===== src/rtl/serial_frame_xcvr.sv =====
module serial_frame_xcvr #(
  parameter int DIV = 16
) (
  input  logic       clk,
  input  logic       rst_n,
  input  logic       mode_7bit,
  input  logic       par_en,
  input  logic       par_odd,
  input  logic       stop2,
  input  logic [1:0] clk_sel,
  input  logic       ext_clk,
  output logic       clk_out,
  output logic       clk_out_en,
  input  logic [7:0] tx_data,
  input  logic       tx_load,
  output logic       tx_ready,
  output logic       txd,
  input  logic       rxd,
  output logic [7:0] rx_data,
  output logic       rx_valid,
  output logic       rx_perr,
  output logic       rx_ferr
);
  localparam int DW = (DIV > 1) ? $clog2(DIV) : 1;

  logic [DW-1:0] div_cnt;
  logic [2:0]    ext_s;
  logic          int_tick, ext_rise, use_ext, tick;

  always_ff @(posedge clk) begin
    if (!rst_n) div_cnt <= '0;
    else if (int_tick) div_cnt <= '0;
    else div_cnt <= div_cnt + 1'b1;
  end

  always_ff @(posedge clk) begin
    if (!rst_n) ext_s <= '0;
    else ext_s <= {ext_s[1:0], ext_clk};
  end

  assign int_tick   = (div_cnt == DW'(DIV - 1));
  assign ext_rise   = ext_s[1] & ~ext_s[2];
  assign use_ext    = (clk_sel == 2'b11);
  assign tick       = use_ext ? ext_rise : int_tick;
  assign clk_out_en = (clk_sel == 2'b01);
  assign clk_out    = clk_out_en & (div_cnt < DW'(DIV / 2));

  // transmit: whole frame is prepared at load and shifted out LSB first
  logic [7:0]  tx_m;
  logic        tx_par;
  logic [11:0] tx_frame, tx_sh;
  logic [3:0]  tx_len, tx_left, tx_cnt;
  logic        tx_busy;

  assign tx_m   = {tx_data[7] & ~mode_7bit, tx_data[6:0]};
  assign tx_par = ^tx_m ^ par_odd;
  assign tx_len = 4'd10 - {3'b0, mode_7bit} + {3'b0, par_en} + {3'b0, stop2};

  always_comb begin
    tx_frame    = '1;
    tx_frame[0] = 1'b0;
    if (mode_7bit) begin
      tx_frame[7:1] = tx_m[6:0];
      if (par_en) tx_frame[8] = tx_par;
    end else begin
      tx_frame[8:1] = tx_m;
      if (par_en) tx_frame[9] = tx_par;
    end
  end

  always_ff @(posedge clk) begin
    if (!rst_n) begin
      tx_busy <= 1'b0;
      tx_sh   <= '1;
      tx_left <= '0;
      tx_cnt  <= '0;
    end else if (tx_load && !tx_busy) begin
      tx_busy <= 1'b1;
      tx_sh   <= tx_frame;
      tx_left <= tx_len - 4'd1;
      tx_cnt  <= '0;
    end else if (tx_busy && tick) begin
      if (tx_cnt == 4'd15) begin
        tx_cnt <= '0;
        if (tx_left == 4'd0) begin
          tx_busy <= 1'b0;
        end else begin
          tx_sh   <= {1'b1, tx_sh[11:1]};
          tx_left <= tx_left - 4'd1;
        end
      end else begin
        tx_cnt <= tx_cnt + 4'd1;
      end
    end
  end

  assign tx_ready = ~tx_busy;
  assign txd      = tx_busy ? tx_sh[0] : 1'b1;

  // receive
  typedef enum logic [1:0] {R_IDLE, R_START, R_BITS} rx_st_t;
  rx_st_t     rx_st;
  logic [1:0] rx_s;
  logic       rxs, rx_last, rx_pbit;
  logic [3:0] rx_cnt, rx_idx, rx_nd, rx_stop_idx;
  logic [7:0] rx_buf;

  assign rxs         = rx_s[1];
  assign rx_nd       = mode_7bit ? 4'd7 : 4'd8;
  assign rx_stop_idx = rx_nd + {3'b0, par_en};

  always_ff @(posedge clk) begin
    if (!rst_n) rx_s <= 2'b11;
    else rx_s <= {rx_s[0], rxd};
  end

  always_ff @(posedge clk) begin
    if (!rst_n) begin
      rx_st    <= R_IDLE;
      rx_last  <= 1'b1;
      rx_cnt   <= '0;
      rx_idx   <= '0;
      rx_buf   <= '0;
      rx_pbit  <= 1'b0;
      rx_data  <= '0;
      rx_valid <= 1'b0;
      rx_perr  <= 1'b0;
      rx_ferr  <= 1'b0;
    end else begin
      rx_valid <= 1'b0;
      rx_perr  <= 1'b0;
      rx_ferr  <= 1'b0;
      if (tick) begin
        rx_last <= rxs;
        case (rx_st)
          R_IDLE: if (!rxs && rx_last) begin
            rx_st  <= R_START;
            rx_cnt <= '0;
          end
          R_START: begin
            if (rx_cnt == 4'd6) begin
              rx_cnt <= '0;
              rx_idx <= '0;
              rx_buf <= '0;
              rx_st  <= rxs ? R_IDLE : R_BITS;
            end else begin
              rx_cnt <= rx_cnt + 4'd1;
            end
          end
          R_BITS: begin
            if (rx_cnt == 4'd15) begin
              rx_cnt <= '0;
              rx_idx <= rx_idx + 4'd1;
              if (rx_idx < rx_nd) begin
                rx_buf[rx_idx[2:0]] <= rxs;
              end else if (rx_idx == rx_stop_idx) begin
                rx_data  <= rx_buf;
                rx_valid <= 1'b1;
                rx_perr  <= par_en & (rx_pbit != (^rx_buf ^ par_odd));
                rx_ferr  <= ~rxs;
                rx_st    <= R_IDLE;
              end else begin
                rx_pbit <= rxs;
              end
            end else begin
              rx_cnt <= rx_cnt + 4'd1;
            end
          end
          default: rx_st <= R_IDLE;
        endcase
      end
    end
  end
endmodule


===== config.mk =====
export PLATFORM = sky130hd
export DESIGN_NAME = serial_frame_xcvr
export DESIGN_NICKNAME = d
export VERILOG_FILES = /design/src/rtl/serial_frame_xcvr.sv
export SDC_FILE = /design/constraint.sdc
export NUM_CORES = 1
export LEC_CHECK = 0
export BUFFER_PORTS_ARGS = -buffer_cell sky130_fd_sc_hd__buf_2
export CAP_MARGIN = 40
export CELL_PAD_IN_SITES_DETAIL_PLACEMENT = 0
export CELL_PAD_IN_SITES_GLOBAL_PLACEMENT = 1
export CORE_MARGIN = 2
export CORE_UTILIZATION = 35
export DETAILED_ROUTE_END_ITERATION = 6
export PLACE_DENSITY_LB_ADDON = 0.1
export REMOVE_ABC_BUFFERS = 1
export SLEW_MARGIN = 20
export SYNTH_ARGS = -nofsm -noshare
export SYNTH_HDL_FRONTEND = slang
export SYNTH_SLANG_ARGS = --single-unit

===== constraint.sdc =====
create_clock -name clk -period 2.8 [get_ports clk]
set_clock_uncertainty 0.05 [all_clocks]
set_input_delay 0 -clock clk [delete_from_list [all_inputs] [get_ports clk]]
set_output_delay 0 -clock clk [all_outputs]
set_load 0.02 [all_outputs]

== Word level (Yosys, flattened, before mapping) ==
Cells that the tools add are included.

* Bits in registers: 59
* Input port bits: 19
* Output and inout port bits: 15

* Add/sub/neg operators: 10
* $lt $le $gt $ge: 4
* Equal/unequal tests: 17
* Muxes and demuxes: 41
* Bitwise logic cells: 16
* Reduce and logical (&&, ||, !) cells: 27

{| class="wikitable"
|+ Operator list
! cell !! number
|-
| 4-bit two-way mux || 11
|-
| 10-bit two-way mux || 4
|-
| 8-bit two-way mux || 4
|-
| 4-bit by 1-bit adder with 4-bit output, second input constant || 4
|-
| 8-bit one-hot mux with 2 select lines || 1
|-
| 8-bit parity || 2
|-
| 5-bit AND reduction || 3
|-
| 2-bit != test, second input constant || 7
|-
| 4-bit by 1-bit adder with 4-bit output || 3
|-
| 4-bit == test, second input constant || 3
|-
| 2-bit two-way mux || 6
|-
| 4-bit one-hot mux with 3 select lines || 1
|-
| 1-bit two-way mux || 10
|-
| 1-bit inverter || 10
|-
| 3-bit AND reduction || 3
|-
| 8-bit bitwise mux || 1
|-
| 4-bit one-hot mux with 2 select lines || 1
|-
| 2-bit nonzero test || 4
|-
| 4-bit by 1-bit subtractor with 4-bit output, second input constant || 2
|-
| 2-bit one-hot mux with 3 select lines || 1
|-
| 6-bit AND reduction || 1
|-
| 6-bit OR reduction || 1
|-
| 5-bit OR reduction || 1
|-
| 1-bit AND || 4
|-
| 19 further kinds || 27
|}

== Depth between registers and ports, before layout ==
Gate-level depths: netlist of run 1.

* Depth in word-level cells: 8
* Gate-level depth with buffers: 9
* Gate-level depth less buffers: 8

== Least setup slack after synthesis of run 1 ==
OpenSTA, ideal clock, no wires.

* Path kind: reg2reg
* Start: register rx_idx[2]
* End: register rx_buf[7]
* Setup time: 0.117 ns
* Arrival: 1.779 ns
* Setup slack: 0.854 ns
* Cell stages (with the launch flop): 8
* Clock period less this slack: 1.946 ns
* Path through: dfxtp_1 ha_1 or2_2 a21oi_1 o21ai_2 a21boi_4 nand2_1 a32o_1

* Cells in the longest elaborated chain, start to end: 8
* Elaborated cells on any way between the ends: 12

{| class="wikitable"
|+ RTL lines
! item !! RTL line !! source
|-
| start: declaration || 105 || <nowiki>logic [3:0] rx_cnt, rx_idx, rx_nd, rx_stop_idx;</nowiki>
|-
| start signal: assignment || 153 || <nowiki>rx_idx <= rx_idx + 4'd1;</nowiki>
|-
| 3-bit by 4-bit < comparator with 1-bit output (not written as such) / 3-bit by 1-bit greater-or-equal comparator with 1-bit output (equally long branches) || 155 || <nowiki>rx_buf[rx_idx[2:0]] <= rxs;</nowiki>
|-
| 1-bit logical AND (not written as such) || 155 ||
|-
| 1-bit two-way mux (not written as such) || 155 ||
|-
| 1-bit demux with 3-bit select || 155 ||
|-
| 8-bit bitwise mux || 155 ||
|-
| 8-bit two-way mux || 154 || <nowiki>if (rx_idx < rx_nd) begin</nowiki>
|-
| 8-bit two-way mux || 151 || <nowiki>if (rx_cnt == 4'd15) begin</nowiki>
|-
| 8-bit one-hot mux with 2 select lines || 135 || <nowiki>case (rx_st)</nowiki>
|-
| end signal: indexed assignment || 155 ||
|-
| end: declaration || 106 || <nowiki>logic [7:0] rx_buf;</nowiki>
|}

Parallel ways exist; a longest one is shown, timed or not. The select of a mux whose other input is x is not followed.
A chain may end at the register's enable or synchronous reset.

== Final worst setup path of run 1 ==
* Start: register rx_st[0]
* End: register rx_st[1]

* Cells in the longest elaborated chain, start to end: 3
* Elaborated cells on any way between the ends: 10

{| class="wikitable"
|+ RTL lines
! item !! RTL line !! source
|-
| start: declaration || 102 || <nowiki>rx_st_t rx_st;</nowiki>
|-
| start signal: assignment || 145 || <nowiki>rx_st <= rxs ? R_IDLE : R_BITS;</nowiki>
|-
| 2-bit == test (tied with other cells) || 135 ||
|-
| 2-bit != test (no line) || - ||
|-
| 6-bit AND reduction (no line) || - ||
|}

Parallel ways exist; a longest one is shown, timed or not.

==> results.yml, run 1 <==
run:
  cap_violations: 0
placed_design:
  port_buffers: 33
  dp_hpwl_um: 4815
  place_congestion: 0.7081
final_layout:
  syn_to_final_growth_pct: 18.71
  finalCoreUtilization: 0.4255
  final_common_cell: "dfxtp_1"
  layout_common_cells: "59 x dfxtp_1, 51 x nand2_1, 36 x nor2_1"
  nets: 436
  drive_above_1_share: 0.1675
  diodes: 0
critical_path:
  path_class: "reg2reg"
  reg2regPathDepth: 8
  start_kind: "register"
  worstPathArrival_ns: 2.41
  cp_max_fo: 12
  reg2reg_slack_ns: 0.61
  r2r_end: "rx_st[1]"
  cp_data_required_time_ns: 3.02
  endpoint_kind: "register"
  timing.rr.start: "rx_st[0]"
drt:
  drt-total-wl_um: 6941
  viasPerCell: 4.918
  drt-initial-drc-count: 93
  avgRoutedWirePerCell_um: 13.50
  via_count: 2528
  ant_nets: 0
  drcViolationCount: 0
  drt_pass1_iterations: 4
die:
  io_pins: 34
  start_util: 0.3584
  core_um2: 8636
  die_area_um2: 9613
  die_x_um: 98.05
  dieHeight_um: 98.05
  num_rows: 34
cts:
  clock-root-buffer: "clkbuf_8"
  cts_setup_buffers: 0
  cts_sinks: 59
  numCtsBuffers: 9
  cts_tree: "done"
  clockBufferDepth: 2
  htreeDepth: 3
  clkLatencyLatePin_ns: 0.34
  clk_pin_slew_ns: 0.07
synthesis:
  yosys_warnings: 0
  syn_avg_cell_area_um2: 8.622
  ys_async_sr_fraction: 0
  post_synth_num_cell_types: 59
  synth_area_leaders: "dfxtp_1 38%, nand2_1 6.2%, ha_1 6.1%"
  synth-edff-count: 0
  synth.top_cell.area_share: 0.3816
  yosys_register_bits: 59
  synth_flop_cell: "dfxtp_1"
  syn_area_um2: 3095
  synth_seq_area_share: 0.3816
  synthCells: 359
  yosys.area.top_type: "dfxtp_1"
timing:
  tns_ns: 0
  period_minus_slack_ns: 2.190
  clock.fmax_mhz: 456.5
  setup_violations: 0
  rsz0062_at_grt: "no"
  max-slew-margin-rel: 0.6397
  maxSlewViolCount: 0
  fin_crit_sh: 0.7823
  hold_viol_final: 0
  worst_slew_pin_slew_ns: 0.5397
grt:
  grt_usage: 0.1564
  overflow: 0
  grt_pass1_vias: 2476
  antenna_found_initial: 0
  grt_pass1_wl_um: 12110
  grt_max_degree: 30
min_path:
  min_path_type: "in2reg"
  hold-path-endpoint: "div_cnt[2]"
  min_from: "rst_n"
  min_path_cells: 3
power_and_ir_drop:
  total_power_w: 0.001952
  leakage_nw: 1.657
  ir_worst_vdd_mv: 0.2215
  p_per_area_nw_per_um2: 531.1
outcome:
  run_status: "finished, final reports clean"
## registers in the layout, summed over array words and instances, names as in the netlist
register  cells
rx_pbit       1
rx_ferr       1
rx_buf        8
rx_s          2
rx_idx        4
rx_perr       1
rx_data       8
div_cnt       4
rx_st         2
rx_cnt        4
tx_sh        10
tx_busy       1
tx_left       4
rx_last       1
tx_cnt        4
ext_s         3
rx_valid      1
## stage by stage
step	hold WS, ns	instances	instance area [µm²]	setup WS, ns
6_report	0.01375	514	3675	0.6097
5_1_grt	0.01918	514	3675	0.4075
4_1_cts	0.002438	514	3675	0.5940
3_5_place_dp	0.1392	491	3377	0.6263
3_3_place_gp	0.1416	491	3377	0.6830
2_1_floorplan	0.01194	343	3024	0.6516
## area by class of cell
| type | count | area, µm² |
|---|---|---|
| Fill cell | 880 | 4961 |
| Clock buffer | 12 | 155.1 |
| Sequential cell | 59 | 1181 |
| Clock inverter | 4 | 72.57 |
| Inverter | 12 | 45.04 |
| Tap cell | 108 | 135.1 |
| Timing Repair Buffer | 47 | 287.8 |
| Multi-Input combinational cell | 272 | 1798 |
## timing repair
| action | 4_1_cts | 5_1_grt |
|---|---|---|
| hold buffers | 7 | 0 |
| gates resized for setup | 0 | 0 |
| hold endpoints to repair | 7 | 0 |
## routing by layer
layer | GRT usage | up-vias | part of all wire
met3 | 0.03794 | 10 | 0.038
met5 | 0 | - | 0
li1 | - | 1323 | -
met4 | 0.06731 | 0 | 0.016
met2 | 0.2397 | 36 | 0.43
met1 | 0.2102 | 1159 | 0.51
## cell usage after synthesis, types with 2 or more instances
master and n:
a21o_1 7, a21oi_1 17, a31oi_1 2, and2_1 3, and3_1 10, and3b_1 2
and4b_1 3, buf_2 3, clkbuf_1 11, dfxtp_1 59, ha_1 15, inv_1 12
mux2i_1 13, nand2_1 51, nand2b_1 7, nand3_1 7, nand3b_1 2, nand4_1 3
nor2_1 36, nor2b_1 7, nor3_1 5, nor3b_1 3, o211ai_1 3, o21a_1 2
o21ai_0 10, o21ai_1 10, o31ai_1 2, xnor2_1 17, xor2_1 7
## power by group
part           internal, W  switching (W)  leakage [nW]  total, W
sequential        0.000862      0.0000152         0.480  0.000877
clock             0.000549       0.000349         0.113  0.000897
combinational    0.0000818      0.0000958          1.06  0.000178
## worst max-delay path, stage by stage (launching register included)
cell	delay (ns)
dfxtp_1	0.36
inv_1	0.07
ha_1	0.32
nor3b_1	0.23
o21ai_1	0.13
a21oi_4	0.23
o211ai_1	0.19
or3b_1	0.40
a21oi_1	0.13
## worst max path at each step
| stage | depth (start not counted) | from | end |
|---|---|---|---|
| 6_report | 8 | rx_st[0] | rx_st[1] |
| 4_1_cts | 8 | rx_st[0] | rx_st[1] |
| 3_5_place_dp | 8 | rx_st[0] | rx_buf[7] |
| 5_1_grt | 8 | rx_st[0] | rx_st[1] |
| 2_1_floorplan | 7 | div_cnt[0] | tx_left[3] |
| 3_3_place_gp | 9 | mode_7bit | rx_data[2] |
## cell families (layout without fill, tap and decap cells)
family                   count (synthesis)  in the layout  share of synthesized area
XOR/XNOR                                24             24                    0.06791
AO/OA/AOI/OAI                           70             70                     0.1589
flip-flops                              59             59                     0.3816
buffers and inverters                   28             75                    0.03759
AND/OR/NAND/NOR                        148            148                     0.2413
multiplexers                            14             14                    0.04567
adder cells (fa/ha/maj)                 16             16                    0.06710
No activity file was read; power rests on OpenSTA's default activity.
==> run 2: changes to the inputs <==
--- a/config.mk
+++ b/config.mk
@@ -5,6 +5,7 @@
 export SDC_FILE = /design/constraint.sdc
 export NUM_CORES = 1
 export LEC_CHECK = 0
+export ABC_AREA = 1
 export BUFFER_PORTS_ARGS = -buffer_cell sky130_fd_sc_hd__buf_2
 export CAP_MARGIN = 40
 export CELL_PAD_IN_SITES_DETAIL_PLACEMENT = 0
==> constraint.sdc (replaced) <==
create_clock -name clk -period 2.3 [get_ports clk]
set_clock_uncertainty 0.05 [all_clocks]
set_input_delay 0 -clock clk [delete_from_list [all_inputs] [get_ports clk]]
set_output_delay 0 -clock clk [all_outputs]
set_load 0.02 [all_outputs]
==> results.yml, run 2 <==
power_and_ir_drop:
  netSwitchingFraction: 0.2780
  p_seq_frac: 0.470
  p_switching_w: 0.0006306
  internal_power_w: 0.001638
  leakage_nw: 1.693
  ir_worst_vdd_mv: 0.2334
  p_per_area_nw_per_um2: 596.7
  clockPowerShare: 0.417
  comb_power_share: 0.113
critical_path:
  setup.worst_path.start: "rx_st[0]"
  start_kind: "register"
  worstPathArrival_ns: 2.16
  reg2reg_slack_ns: 0.37
  path_class: "reg2reg"
  timing.rr.start: "rx_st[0]"
  r2r_end: "rx_perr"
  reg2regPathDepth: 8
  endpoint_kind: "register"
  cp_max_fo: 17
  cp_data_required_time_ns: 2.52
timing:
  maxSlewViolCount: 0
  fin_crit_sh: 0.8406
  period_minus_slack_ns: 1.933
  hold_viol_final: 0
  tns_ns: 0
  max-slew-margin-rel: 0.7406
  worst_slew_pin_slew_ns: 0.3891
  setup_violations: 0
  clock.fmax_mhz: 517.2
  rsz0062_at_grt: "no"
synthesis:
  synth_area_leaders: "dfxtp_1 36%, nand2_1 11%, inv_1 6.4%"
  yosys.area.top_type: "dfxtp_1"
  synth_seq_area_share: 0.3592
  synth_most_common_cell: "nand2_1"
  syn_avg_cell_area_um2: 7.340
  synth_flop_cell: "dfxtp_1"
  ys_async_sr_fraction: 0
  yosys_warnings: 0
  synth.top_cell.area_share: 0.3592
  yosys_register_bits: 59
  synthCells: 448
  synth-edff-count: 0
  syn_area_um2: 3288
  yosys-top-cells-count: "99 x nand2_1, 59 x dfxtp_1, 56 x inv_1"
  post_synth_num_cell_types: 41
final_layout:
  syn_to_final_growth_pct: 15.60
  stdcell_count: 607
  layout_common_cells: "99 x nand2_1, 59 x dfxtp_1, 56 x inv_1"
  n_fill_cell: 993
  nets: 526
  largest_register_ff_count: 10
  diodes: 0
  final_common_cell: "nand2_1"
  reg_top3: "tx_sh: 10 flops, rx_buf: 8 flops, rx_data: 8 flops"
  drive_above_1_share: 0.1976
  regMostFlops: "tx_sh"
die:
  io_pins: 34
  num_rows: 35
  core_um2: 9196
  die_area_um2: 10190
  start_util: 0.3576
  dieHeight_um: 100.9
  die_x_um: 100.9
drt:
  drcViolationCount: 0
  drt_pass1_iterations: 4
  viasPerCell: 4.769
  avgRoutedWirePerCell_um: 12.41
  drt-initial-drc-count: 63
  ant_nets: 0
  drt-total-wl_um: 7535
  via_count: 2895
placed_design:
  place_congestion: 0.7914
  port_buffers: 33
  dp_hpwl_um: 5633
  placed_cells: 585
min_path:
  hold-path-endpoint: "div_cnt[2]"
  min_from: "rst_n"
  min_path_cells: 3
  min_path_type: "in2reg"
cts:
  htreeDepth: 3
  cts_tree: "done"
  cts_setup_buffers: 0
  numCtsBuffers: 9
  clockBufferDepth: 2
  clkLatencyLatePin_ns: 0.34
  clock-root-buffer: "clkbuf_8"
  hold_buffers: 6
  cts_sinks: 59
  post_cts_resized: 0
  clk_pin_slew_ns: 0.07
grt:
  grt_usage: 0.1626
  grt_pass1_vias: 2736
  overflow: 0
  antenna_found_initial: 0
  grt_max_degree: 23
  grt_pass1_wl_um: 12770
run:
  cap_violations: 0
outcome:
  run_status: "finished, final reports clean"
## run 2: changes by cell type after synthesis, moves of 10 or more
cell / previous run / this run
a21oi_1: 17 / 28
and3_1: 10 / 0
inv_1: 12 / 56
mux2i_1: 13 / 1
nand2_1: 51 / 99
nand3_1: 7 / 35
xnor2_1: 17 / 6
## run 2: critical path: stages (launching register included)
cell and delay (ns):
dfxtp_1 0.33, inv_1 0.09, ha_1 0.40, inv_1 0.20
nor2_2 0.19, nand3_4 0.23, nor2_2 0.16, inv_1 0.07
nor3_2 0.14
## run 2: cells by family after synthesis
logic type / synth area share
and+or+nand+nor: 0.3071
buffers and inverters: 0.09931
AOI/OAI and AO/OA: 0.1313
DFF: 0.3592
adders and majority gates: 0.06317
xor gates and xnor gates: 0.03691
muxes: 0.003044
## run 2: power groups by stage
stage	sequential (W)	combinational, W	clock [W]
detailed placement	0.00109	0.000253	0
floorplan	0.00109	0.000170	0
CTS	0.00107	0.000262	0.000984
finish	0.00107	0.000257	0.000945
global placement	0.00109	0.000250	0
global route	0.00107	0.000300	0.00103
## run 2: final cells by class
| class | count | area, µm² | share of cell area |
|---|---|---|---|
| Inverter | 62 | 237.7 | 0.06254 |
| Multi-Input combinational cell | 314 | 1780 | 0.4684 |
| Clock buffer | 9 | 123.9 | 0.03259 |
| Sequential cell | 59 | 1181 | 0.3107 |
| Clock inverter | 7 | 68.82 | 0.01810 |
| Timing Repair Buffer | 45 | 270.3 | 0.07110 |
| Tap cell | 111 | 138.9 | 0.03654 |
## run 2: per-layer routing
metal  share of wire  routed length (µm)  global-route usage
met1            0.48                3580              0.2004
met2            0.48                3610              0.2769
met3           0.027                 203             0.02913
met4           0.019                 140             0.07173
met5               0                   0                   0
## run 2: how the worst max path moves through the flow
| stage | end | slack (ns) | depth (start not counted) |
|---|---|---|---|
| after floorplan | rx_st[1] | 0.58 | 10 |
| after global placement | rx_perr | 0.43 | 8 |
| after detailed placement | rx_perr | 0.38 | 8 |
| after CTS | rx_perr | 0.37 | 8 |
| after global routing | rx_perr | 0.14 | 8 |
| final | rx_perr | 0.37 | 8 |
## run 2: through the flow
stage,setup WS (ns),util,hold slack [ns],total power (W),cell area (µm²)
detailed placement,0.3826,0.3859,0.1425,0.001342,3548
finish,0.3666,0.4133,0.005024,0.002268,3801
CTS,0.3724,0.4133,0.01680,0.002312,3801
floorplan,0.5773,-,0.01893,0.001255,3199
global route,0.1376,0.4133,0.03392,0.002398,3801
global placement,0.4324,0.3859,0.1344,0.001339,3548
==> run 3: changes to the inputs <==
==> constraint.sdc (replaced) <==
create_clock -name clk -period 1.9 [get_ports clk]
set_clock_uncertainty 0.05 [all_clocks]
set_input_delay 0 -clock clk [delete_from_list [all_inputs] [get_ports clk]]
set_output_delay 0 -clock clk [all_outputs]
set_load 0.02 [all_outputs]
==> results.yml, run 3 (synthesis gave the netlist of run 2 again) <==
outcome:
  run_status: "finished, final reports clean"
timing:
  hold_viol_final: 0
  maxSlewViolCount: 0
  worst_slew_pin_slew_ns: 0.4483
  setup_violations: 0
  fin_crit_sh: 0.9171
  max-slew-margin-rel: 0.6993
  rsz0062_at_grt: "no"
  clock.fmax_mhz: 573.9
  period_minus_slack_ns: 1.743
  tns_ns: 0
placed_design:
  place_congestion: 0.7367
  dp_hpwl_um: 5472
  placed_cells: 591
  port_buffers: 33
final_layout:
  nets: 533
  syn_to_final_growth_pct: 18.57
  n_fill_cell: 976
  drive_above_1_share: 0.2087
  stdcell_count: 614
  largest_register_ff_count: 10
  reg_top3: "tx_sh: 10 flops, rx_buf: 8 flops, rx_data: 8 flops"
  layout_common_cells: "99 x nand2_1, 59 x dfxtp_1, 56 x inv_1"
  final_common_cell: "nand2_1"
  regMostFlops: "tx_sh"
  diodes: 0
drt:
  drcViolationCount: 0
  drt-initial-drc-count: 64
  viasPerCell: 4.695
  drt-total-wl_um: 7294
  via_count: 2883
  drt_pass1_iterations: 5
  avgRoutedWirePerCell_um: 11.88
  ant_nets: 0
cts:
  clockBufferDepth: 2
  clk_pin_slew_ns: 0.07
  cts_tree: "done"
  clkLatencyLatePin_ns: 0.33
  cts_sinks: 59
  clock-root-buffer: "clkbuf_8"
  numCtsBuffers: 9
  htreeDepth: 3
die:
  core_um2: 9196
  die_x_um: 100.9
  start_util: 0.3576
  dieHeight_um: 100.9
  die_area_um2: 10190
  io_pins: 34
  num_rows: 35
critical_path:
  start_kind: "register"
  cp_data_required_time_ns: 2.07
  cp_common_cell: "nand2_4"
  cpMaxStageDelayCell: "dfxtp_1"
  critPathMaxStageDelay_ns: 0.36
  worstPathArrival_ns: 1.91
  crit_chain: "ha_1 > nand3_2 > nand2_2 > nand2_4 > clkinv_4 > nand2_4 > a21oi_4 > inv_2 > o21ai_0 > a21oi_1"
  path_class: "reg2reg"
  cp_max_fo: 15
  endpoint_kind: "register"
power_and_ir_drop:
  leakage_nw: 1.754
  ir_worst_vdd_mv: 0.3087
  p_per_area_nw_per_um2: 749.5
min_path:
  min_path_type: "in2reg"
grt:
  grt_usage: 0.1547
  grt_pass1_vias: 2621
  grt_max_degree: 23
  grt_pass1_wl_um: 12320
  antenna_found_initial: 0
  overflow: 0
run:
  cap_violations: 0
[run 3: worst paths after layout]
| kind | start | end | slack, ns | cells after the start |
|---|---|---|---|---|
| worst max-delay path | div_cnt[0] | tx_left[0] | 0.16 | 10 |
| worst min-delay path | mode_7bit | tx_sh[8] | 0.02 | 5 |
| worst max register to register | div_cnt[0] | tx_left[0] | 0.16 | 10 |
| worst min register to register | ext_s[0] | ext_s[1] | 0.36 | 2 |
[run 3: area by class of cell]
type,instances,area [µm²],share of cell area
Clock buffer,12,155.1,0.03979
Inverter,62,237.7,0.06098
Tap cell,111,138.9,0.03562
Timing Repair Buffer,52,332.8,0.08537
Sequential cell,59,1181,0.3030
Clock inverter,4,72.57,0.01861
Multi-Input combinational cell,314,1780,0.4567
[run 3: metal layers]
metal,GRT usage,wire length [µm],vias to the layer above
met5,0,0,-
li1,-,-,1548
met4,0.05925,105,0
met3,0.02774,200,9
met2,0.2574,3402,36
met1,0.1991,3585,1290
[run 3: per-stage QoR]
step | worst slack [ns] | util | hold slack (ns) | total power (W) | instance area, µm²
floorplan | 0.1773 | - | 0.01893 | 0.001519 | 3199
global placement | 0.1916 | 0.3907 | 0.1352 | 0.001632 | 3593
detailed placement | 0.1203 | 0.3907 | 0.1355 | 0.001632 | 3593
CTS | 0.05939 | 0.4210 | 0.006407 | 0.002985 | 3871
global route | 0.005599 | 0.4239 | 0.04703 | 0.003090 | 3899
finish | 0.1574 | 0.4239 | 0.02126 | 0.002922 | 3899
[run 3: power breakdown]
part / internal (W) / switching [W] / total (W) / leakage (nW)
registers: 0.00127 / 0.0000188 / 0.00129 / 0.479
clock network: 0.000809 / 0.000505 / 0.00131 / 0.113
logic: 0.000118 / 0.000202 / 0.000320 / 1.16
[run 3: critical path: cells and delay by family, from the launching register on]
family / cells / cell delay, ns
AOI/OAI and AO/OA: 3 / 0.41
and+or+nand+nor: 4 / 0.36
DFF: 1 / 0.36
buffers and inverters: 2 / 0.25
adders and majority gates: 1 / 0.21
[run 3: repair_timing]
item                       in CTS  in global routing
resized for setup               0                  0
hold endpoints to repair        5                  0
setup endpoints to repair       0                 10
setup buffers                   0                  2
hold buffers                    5                  0
